--- src/rtl/adc_acc_pkg.sv ---
package adc_acc_pkg;
  localparam int DIV_W = 3;
  localparam int SH_W  = 3;

  typedef enum logic [2:0] {
    SEL_12     = 3'd0,
    SEL_10     = 3'd1,
    SEL_8      = 3'd2,
    SEL_13     = 3'd3,
    SEL_14     = 3'd4,
    SEL_15     = 3'd5,
    SEL_16     = 3'd6,
    SEL_CUSTOM = 3'd7
  } res_sel_e;
endpackage

--- src/rtl/acd_mode_dec.sv ---
module acd_mode_dec
  import adc_acc_pkg::*;
#(
  parameter int SMP_W    = 12,
  parameter int MAX_LOG2 = 10,
  parameter int RES_W    = 16,
  parameter int LOG_W    = 4,
  parameter int WID_W    = 5
) (
  input  logic [2:0]       res_sel_i,
  input  logic [LOG_W-1:0] avg_log2_i,
  input  logic [DIV_W-1:0] div_shift_i,
  output logic [LOG_W-1:0] log2_cnt_o,
  output logic [SH_W-1:0]  shift_o,
  output logic [WID_W-1:0] width_o
);
  res_sel_e   sel;
  logic [2:0] os_n;

  assign sel  = res_sel_e'(res_sel_i);
  assign os_n = res_sel_i - 3'd2;

  always_comb begin
    log2_cnt_o = '0;
    shift_o    = '0;
    width_o    = WID_W'(SMP_W);
    unique case (sel)
      SEL_12: ;
      SEL_10: begin
        shift_o = SH_W'(2);
        width_o = WID_W'(SMP_W - 2);
      end
      SEL_8: begin
        shift_o = SH_W'(4);
        width_o = WID_W'(SMP_W - 4);
      end
      SEL_13, SEL_14, SEL_15, SEL_16: begin
        log2_cnt_o = LOG_W'({os_n, 1'b0});
        shift_o    = SH_W'(os_n);
        width_o    = WID_W'(SMP_W) + WID_W'(os_n);
      end
      SEL_CUSTOM: begin
        log2_cnt_o = (avg_log2_i > LOG_W'(MAX_LOG2)) ? LOG_W'(MAX_LOG2) : avg_log2_i;
        shift_o    = SH_W'(div_shift_i);
        width_o    = WID_W'(RES_W);
      end
      default: ;
    endcase
  end
endmodule

--- src/rtl/acd_seq_ctrl.sv ---
module acd_seq_ctrl #(
  parameter int CNT_W = 10,
  parameter int LOG_W = 4
) (
  input  logic             clk_i,
  input  logic             rst_ni,
  input  logic             start_i,
  input  logic             valid_i,
  input  logic [LOG_W-1:0] log2_cnt_i,
  output logic             last_o
);
  logic [CNT_W-1:0] cnt_q, cnt_base, target;
  logic [CNT_W:0]   span;

  assign span     = ({{CNT_W{1'b0}}, 1'b1} << log2_cnt_i) - 1'b1;
  assign target   = span[CNT_W-1:0];
  assign cnt_base = start_i ? '0 : cnt_q;
  // >= keeps the counter from running away if the mode shrinks mid-run
  assign last_o   = valid_i && (cnt_base >= target);

  always_ff @(posedge clk_i or negedge rst_ni) begin
    if (!rst_ni)      cnt_q <= '0;
    else if (valid_i) cnt_q <= last_o ? '0 : cnt_base + 1'b1;
    else if (start_i) cnt_q <= '0;
  end

  assert_cnt_restart_R10: assert property (@(posedge clk_i) disable iff (!rst_ni)
    (start_i && !valid_i) |=> (cnt_q == '0));
endmodule

--- src/rtl/acd_accum.sv ---
module acd_accum #(
  parameter int SMP_W = 12,
  parameter int ACC_W = 22
) (
  input  logic             clk_i,
  input  logic             rst_ni,
  input  logic             start_i,
  input  logic             valid_i,
  input  logic             last_i,
  input  logic [SMP_W-1:0] smp_i,
  output logic [ACC_W-1:0] sum_o
);
  logic [ACC_W-1:0] acc_q, acc_base;

  assign acc_base = start_i ? '0 : acc_q;
  assign sum_o    = acc_base + ACC_W'(smp_i);

  always_ff @(posedge clk_i or negedge rst_ni) begin
    if (!rst_ni)      acc_q <= '0;
    else if (valid_i) acc_q <= last_i ? '0 : sum_o;
    else if (start_i) acc_q <= '0;
  end

  assert_no_wrap_R5: assert property (@(posedge clk_i) disable iff (!rst_ni)
    (valid_i && !start_i) |-> (sum_o >= acc_q));

  assert_idle_hold_R11: assert property (@(posedge clk_i) disable iff (!rst_ni)
    (!valid_i && !start_i) |=> $stable(acc_q));
endmodule

--- src/rtl/acd_shaper.sv ---
module acd_shaper
  import adc_acc_pkg::*;
#(
  parameter int ACC_W = 22,
  parameter int RES_W = 16,
  parameter int WID_W = 5
) (
  input  logic [ACC_W-1:0] sum_i,
  input  logic [SH_W-1:0]  shift_i,
  input  logic [WID_W-1:0] width_i,
  input  logic             left_adj_i,
  output logic [RES_W-1:0] value_o
);
  logic [ACC_W-1:0] shifted;
  logic [RES_W-1:0] clamped;

  assign shifted = sum_i >> shift_i;

  generate
    if (ACC_W > RES_W) begin : g_sat
      logic [ACC_W-1:0] max_val;
      assign max_val = (ACC_W'(1) << width_i) - ACC_W'(1);
      assign clamped = (shifted > max_val) ? max_val[RES_W-1:0] : shifted[RES_W-1:0];
    end else begin : g_nosat
      assign clamped = RES_W'(shifted);
    end
  endgenerate

  assign value_o = left_adj_i ? (clamped << (WID_W'(RES_W) - width_i)) : clamped;
endmodule

--- src/rtl/acd_flags.sv ---
module acd_flags #(
  parameter int RES_W = 16
) (
  input  logic             clk_i,
  input  logic             rst_ni,
  input  logic             wr_i,
  input  logic             rd_i,
  input  logic [RES_W-1:0] value_i,
  output logic [RES_W-1:0] result_o,
  output logic             ready_o,
  output logic             overrun_o
);
  always_ff @(posedge clk_i or negedge rst_ni) begin
    if (!rst_ni) begin
      result_o  <= '0;
      ready_o   <= 1'b0;
      overrun_o <= 1'b0;
    end else if (wr_i) begin
      result_o  <= value_i;
      ready_o   <= 1'b1;
      if (rd_i)         overrun_o <= 1'b0;
      else if (ready_o) overrun_o <= 1'b1;
    end else if (rd_i) begin
      ready_o   <= 1'b0;
      overrun_o <= 1'b0;
    end
  end

  assert_ovr_source_R9: assert property (@(posedge clk_i) disable iff (!rst_ni)
    $rose(overrun_o) |-> $past(ready_o));

  assert_ovr_sticky_R9: assert property (@(posedge clk_i) disable iff (!rst_ni)
    (overrun_o && !rd_i) |=> overrun_o);

  assert_rd_clears_R8: assert property (@(posedge clk_i) disable iff (!rst_ni)
    (rd_i && !wr_i) |=> (!ready_o && !overrun_o));

  assert_result_hold_R11: assert property (@(posedge clk_i) disable iff (!rst_ni)
    !wr_i |=> $stable(result_o));
endmodule

--- src/rtl/adc_accum_dec.sv ---
module adc_accum_dec
  import adc_acc_pkg::*;
#(
  parameter int SMP_W    = 12,
  parameter int MAX_LOG2 = 10,
  parameter int RES_W    = 16,
  localparam int LOG_W   = $clog2(MAX_LOG2 + 1)
) (
  input  logic             clk_i,
  input  logic             rst_ni,
  input  logic [2:0]       res_sel_i,
  input  logic [LOG_W-1:0] avg_log2_i,
  input  logic [DIV_W-1:0] div_shift_i,
  input  logic             left_adj_i,
  input  logic             start_i,
  input  logic             smp_valid_i,
  input  logic [SMP_W-1:0] smp_data_i,
  input  logic             rd_i,
  output logic [RES_W-1:0] result_o,
  output logic             ready_o,
  output logic             overrun_o
);
  localparam int ACC_W = SMP_W + MAX_LOG2;
  localparam int CNT_W = MAX_LOG2;
  localparam int WID_W = $clog2(RES_W + 1);

  logic [LOG_W-1:0] log2_cnt;
  logic [SH_W-1:0]  shift;
  logic [WID_W-1:0] width;
  logic             last;
  logic [ACC_W-1:0] sum;
  logic [RES_W-1:0] shaped;

  acd_mode_dec #(.SMP_W(SMP_W), .MAX_LOG2(MAX_LOG2), .RES_W(RES_W),
                 .LOG_W(LOG_W), .WID_W(WID_W)) u_dec (
    .res_sel_i   (res_sel_i),
    .avg_log2_i  (avg_log2_i),
    .div_shift_i (div_shift_i),
    .log2_cnt_o  (log2_cnt),
    .shift_o     (shift),
    .width_o     (width)
  );

  acd_seq_ctrl #(.CNT_W(CNT_W), .LOG_W(LOG_W)) u_ctrl (
    .clk_i      (clk_i),
    .rst_ni     (rst_ni),
    .start_i    (start_i),
    .valid_i    (smp_valid_i),
    .log2_cnt_i (log2_cnt),
    .last_o     (last)
  );

  acd_accum #(.SMP_W(SMP_W), .ACC_W(ACC_W)) u_acc (
    .clk_i   (clk_i),
    .rst_ni  (rst_ni),
    .start_i (start_i),
    .valid_i (smp_valid_i),
    .last_i  (last),
    .smp_i   (smp_data_i),
    .sum_o   (sum)
  );

  acd_shaper #(.ACC_W(ACC_W), .RES_W(RES_W), .WID_W(WID_W)) u_shp (
    .sum_i      (sum),
    .shift_i    (shift),
    .width_i    (width),
    .left_adj_i (left_adj_i),
    .value_o    (shaped)
  );

  acd_flags #(.RES_W(RES_W)) u_flg (
    .clk_i     (clk_i),
    .rst_ni    (rst_ni),
    .wr_i      (last),
    .rd_i      (rd_i),
    .value_i   (shaped),
    .result_o  (result_o),
    .ready_o   (ready_o),
    .overrun_o (overrun_o)
  );

  assert_width_fit_R2: assert property (@(posedge clk_i) disable iff (!rst_ni)
    (last && !left_adj_i) |-> ((shaped >> width) == '0));

  assert_left_low_zero_R6: assert property (@(posedge clk_i) disable iff (!rst_ni)
    (last && left_adj_i && (width < WID_W'(RES_W))) |-> (shaped[0] == 1'b0));
endmodule

--- config.mk ---
export PLATFORM = sky130hd
export DESIGN_NAME = adc_accum_dec
export DESIGN_NICKNAME = d
export VERILOG_FILES = /design/src/rtl/adc_acc_pkg.sv /design/src/rtl/acd_mode_dec.sv /design/src/rtl/acd_seq_ctrl.sv /design/src/rtl/acd_accum.sv /design/src/rtl/acd_shaper.sv /design/src/rtl/acd_flags.sv /design/src/rtl/adc_accum_dec.sv
export SDC_FILE = /design/constraint.sdc
export NUM_CORES = 1
export LEC_CHECK = 0
export CORE_UTILIZATION = 30
export DETAILED_ROUTE_END_ITERATION = 12
export PLACE_DENSITY = 0.45
export SLEW_MARGIN = 10
export SYNTH_ARGS = -nofsm -noshare
export SYNTH_HDL_FRONTEND = slang
export SYNTH_SLANG_ARGS = --single-unit
--- constraint.sdc ---
create_clock -name clk_i -period 9.5 [get_ports clk_i]
set_input_delay 1.425 -clock clk_i [delete_from_list [all_inputs] [get_ports clk_i]]
set_output_delay 1.425 -clock clk_i [all_outputs]
set_load 0.005 [all_outputs]
==> flow_summary.ini <==
[logic_synthesis]
synth_area_um2 = 7400
netlist.area_leader.share_pct = 16.9
yosysSeqAreaShare_pct = 16.9
yosys.area_share.adder_pct = 9.03
synthXorXnorAreaFrac_pct = 2.94
ys.flop_type = dfrtp_1
yosys.area_share.simple_pct = 27.7
synth_top_family_by_area = compound AO/OA/AOI/OAI gates
muxShareOfSynthArea_pct = 3.19
ys_top_cells_by_area = dfrtp_1, ha_1, nand2_1
synthArstFlopShare_pct = 100
synth_compound_area_share_pct = 34.9
synth_top_area_cell = dfrtp_1
synth_edf_count = 0
postSynthCellCount = 1017
ys_types = 101
syn_avg_cell_area_um2 = 7.28
synth_warnings = 0
ys_seq_elements = 50

[global_routing]
grt_start_max_net_pins = 51
grt_pass1_vias = 7453
grt_use_total_pct = 21.6
grt-ovfl-total = 0
grt_pass1_wl_um = 43300
antenna_found_initial = 0

[timing]
tightest_slew_ps = 921
hold_viol_final = 0
setup_viol = 0
worst_clock_skew_ps = 8.06
tns_ps = 0
max_slew_margin_pct = 38.5
period_needed_ps = 8560
fmax_ghz = 0.117
finalCritPeriodShare_pct = 90.1
setup_slack_ps = 939
slew_viol_final = 0
rsz0062_at_grt = false

[cells_and_area]
area_growth_pct = 12.5
multi_input_area_um2 = 5800
regArea_um2 = 1250
nNetsFinal = 1107
final_common_cell = nand2_1
drive_gt1_share_pct = 7.00
diodes = 0
layout_common_cells = nand2_1, nor2_1, a21oi_1
fillers = 2671

[floorplanning]
num_rows = 57
dieArea_um2 = 25300
io_pins = 46
dieHeight_um = 159
initial_utilization_pct = 30.5
fp.dieW_um = 159
core-area_um2 = 24200

[setup_path]
critPathRequiredTime_ps = 9700
critPathCaptureType = flop
reg2reg_from = u_acc.acc_q[9]$_DFF_PN0_
start_kind = input port
reg2reg_to = u_flg.result_o[15]$_DFFE_PN0P_
critPathMaxStageDelay_ps = 790
reg2reg_depth = 20
worst-path-max-fanout = 20
crit_slowest_cell = clkdlybuf4s50_1
crit_type = in -> reg
r2r_slack_ps = 2490
cp.arrival_ps = 8770
crit_chain = clkdlybuf4s50_1 -> nor2b_1 -> ha_1 -> o21ai_1 -> a211oi_1 -> nand2_1 -> a2111oi_4 -> xor2_2 -> nor2_1 -> a211oi_1 -> a21oi_1 -> ha_1 -> nand3_1 -> nor4_1 -> o311a_1 -> o41a_1 -> nor4_1 -> or3_1 -> a2111oi_0 -> nor4b_1 -> o31a_1

[cts]
cts_max_level = 2
clock-root-buffer = clkbuf_16
clk_latency_ps = 310
postCtsSetupBuffers = 0
numCtsBuffers = 5
cts.repair.resized = 0
clkSinkCount = 50
cts.path.max_buffers = 2
clkTransAtPathRegs_ps = 80
cts_tree = done
ctsHoldBuffers = 0

[routing]
met3_length_um = 1200
met2_length_um = 12300
wl_um = 27400
viasPerCell = 5.80
m1WireLength_um = 13200
vias = 7839
drcViolationCount = 0
drt_iter0_markers = 624
ant_nets = 0
wl_per_cell_um = 20.3
firstDrtPassIters = 5
routed.top_layer = met4

[placed_design]
dp_hpwl_um = 21000
gp_congestion = 0.911
portBuffers = 45
place_ws_ps = 801

[worst_hold_path]
whs_path_depth = 1
hp-start = u_flg.result_o[3]$_DFFE_PN0P_
hold_class = reg -> reg
min_to = u_flg.result_o[3]$_DFFE_PN0P_

[power_and_ir_drop]
ir_drop_mv = 0.0778
cellPowerDensity_nw_per_um2 = 142
leakagePower_nw = 3.34

[job]
maxCapViolCount = 0

[outcome]
outcome = completed
-- through the flow --
stage / util (%) / area (um2) / hold WS [ps] / std cells / total power [W]
2_1_floorplan: - / 7420 / 473 / 1021 / 0.000711
3_3_place_gp: 33.6 / 8150 / 475 / 1344 / 0.000943
3_5_place_dp: 33.6 / 8150 / 484 / 1344 / 0.000938
4_1_cts: 34.3 / 8330 / 503 / 1352 / 0.00118
5_1_grt: 34.3 / 8330 / 513 / 1352 / 0.00126
6_report: 34.3 / 8330 / 504 / 1352 / 0.00118
-- registers in the layout, summed over array words and instances (netlist names) --
| register | cells |
|---|---|
| u_flg.ready_o | 1 |
| u_acc.acc_q | 22 |
| u_flg.result_o | 16 |
| u_ctrl.cnt_q | 10 |
| u_flg.overrun_o | 1 |
-- cell usage after synthesis (all sizes together) (24+ instances only) --
cell type  instances
nand2            127
nor2             103
a21oi             74
o21ai             72
ha                51
dfrtp             50
clkbuf            42
nor3              34
nor2b             33
nand3             29
inv               25
o211ai            24
-- metal layers --
| layer | GRT usage, % | vias to the layer above |
|---|---|---|
| met3 | 2.14 | 39 |
| met2 | 34.7 | 224 |
| met4 | 6.38 | 0 |
| met5 | 0 | - |
| met1 | 30.4 | 3756 |
| li1 | - | 3820 |
-- critical path: cells and delay by family --
family / cells / cell delay [ps]
AO/OA/AOI/OAI: 9 / 3560
buffers and inverters: 1 / 790
AND/OR/NAND/NOR: 8 / 1780
adder cells (fa/ha/maj): 2 / 890
XOR/XNOR: 1 / 310
-- power breakdown --
group	internal, W	switching (W)
Clock	0.000133	0.000103
Combinational	0.000267	0.000408
Sequential	0.000250	0.0000194
-- cell families (layout without fill, tap and decap cells) --
kind of cell	count (synthesis)	in the layout
simple gates	420	420
compound gates	357	357
buf+inv	93	100
fa+ha+maj	53	53
flops	50	50
xor+xnor	24	24
mux	18	18
other cells	2	6
-- how the worst max path moves through the flow --
stage	start	to	slack, ps
after floorplan	start_i	u_flg.result_o[15]$_DFFE_PN0P_	1860
after global placement	start_i	u_flg.result_o[15]$_DFFE_PN0P_	820
after detailed placement	start_i	u_flg.result_o[15]$_DFFE_PN0P_	800
after CTS	start_i	u_flg.result_o[15]$_DFFE_PN0P_	1110
after global routing	start_i	u_flg.result_o[4]$_DFFE_PN0P_	480
final	start_i	u_flg.result_o[15]$_DFFE_PN0P_	940
-- final cells by class --
| class | instances | share of cell area (%) |
|---|---|---|
| flip-flops and latches | 50 | 15.0 |
| well taps | 324 | 4.87 |
| multi-input cells | 878 | 69.7 |
| repair buffers | 63 | 6.97 |
| clock inverters | 2 | 0.466 |
| inverters | 29 | 1.31 |
| clock buffers | 6 | 1.67 |
Note: power is estimated with default switching activity, not from simulation.
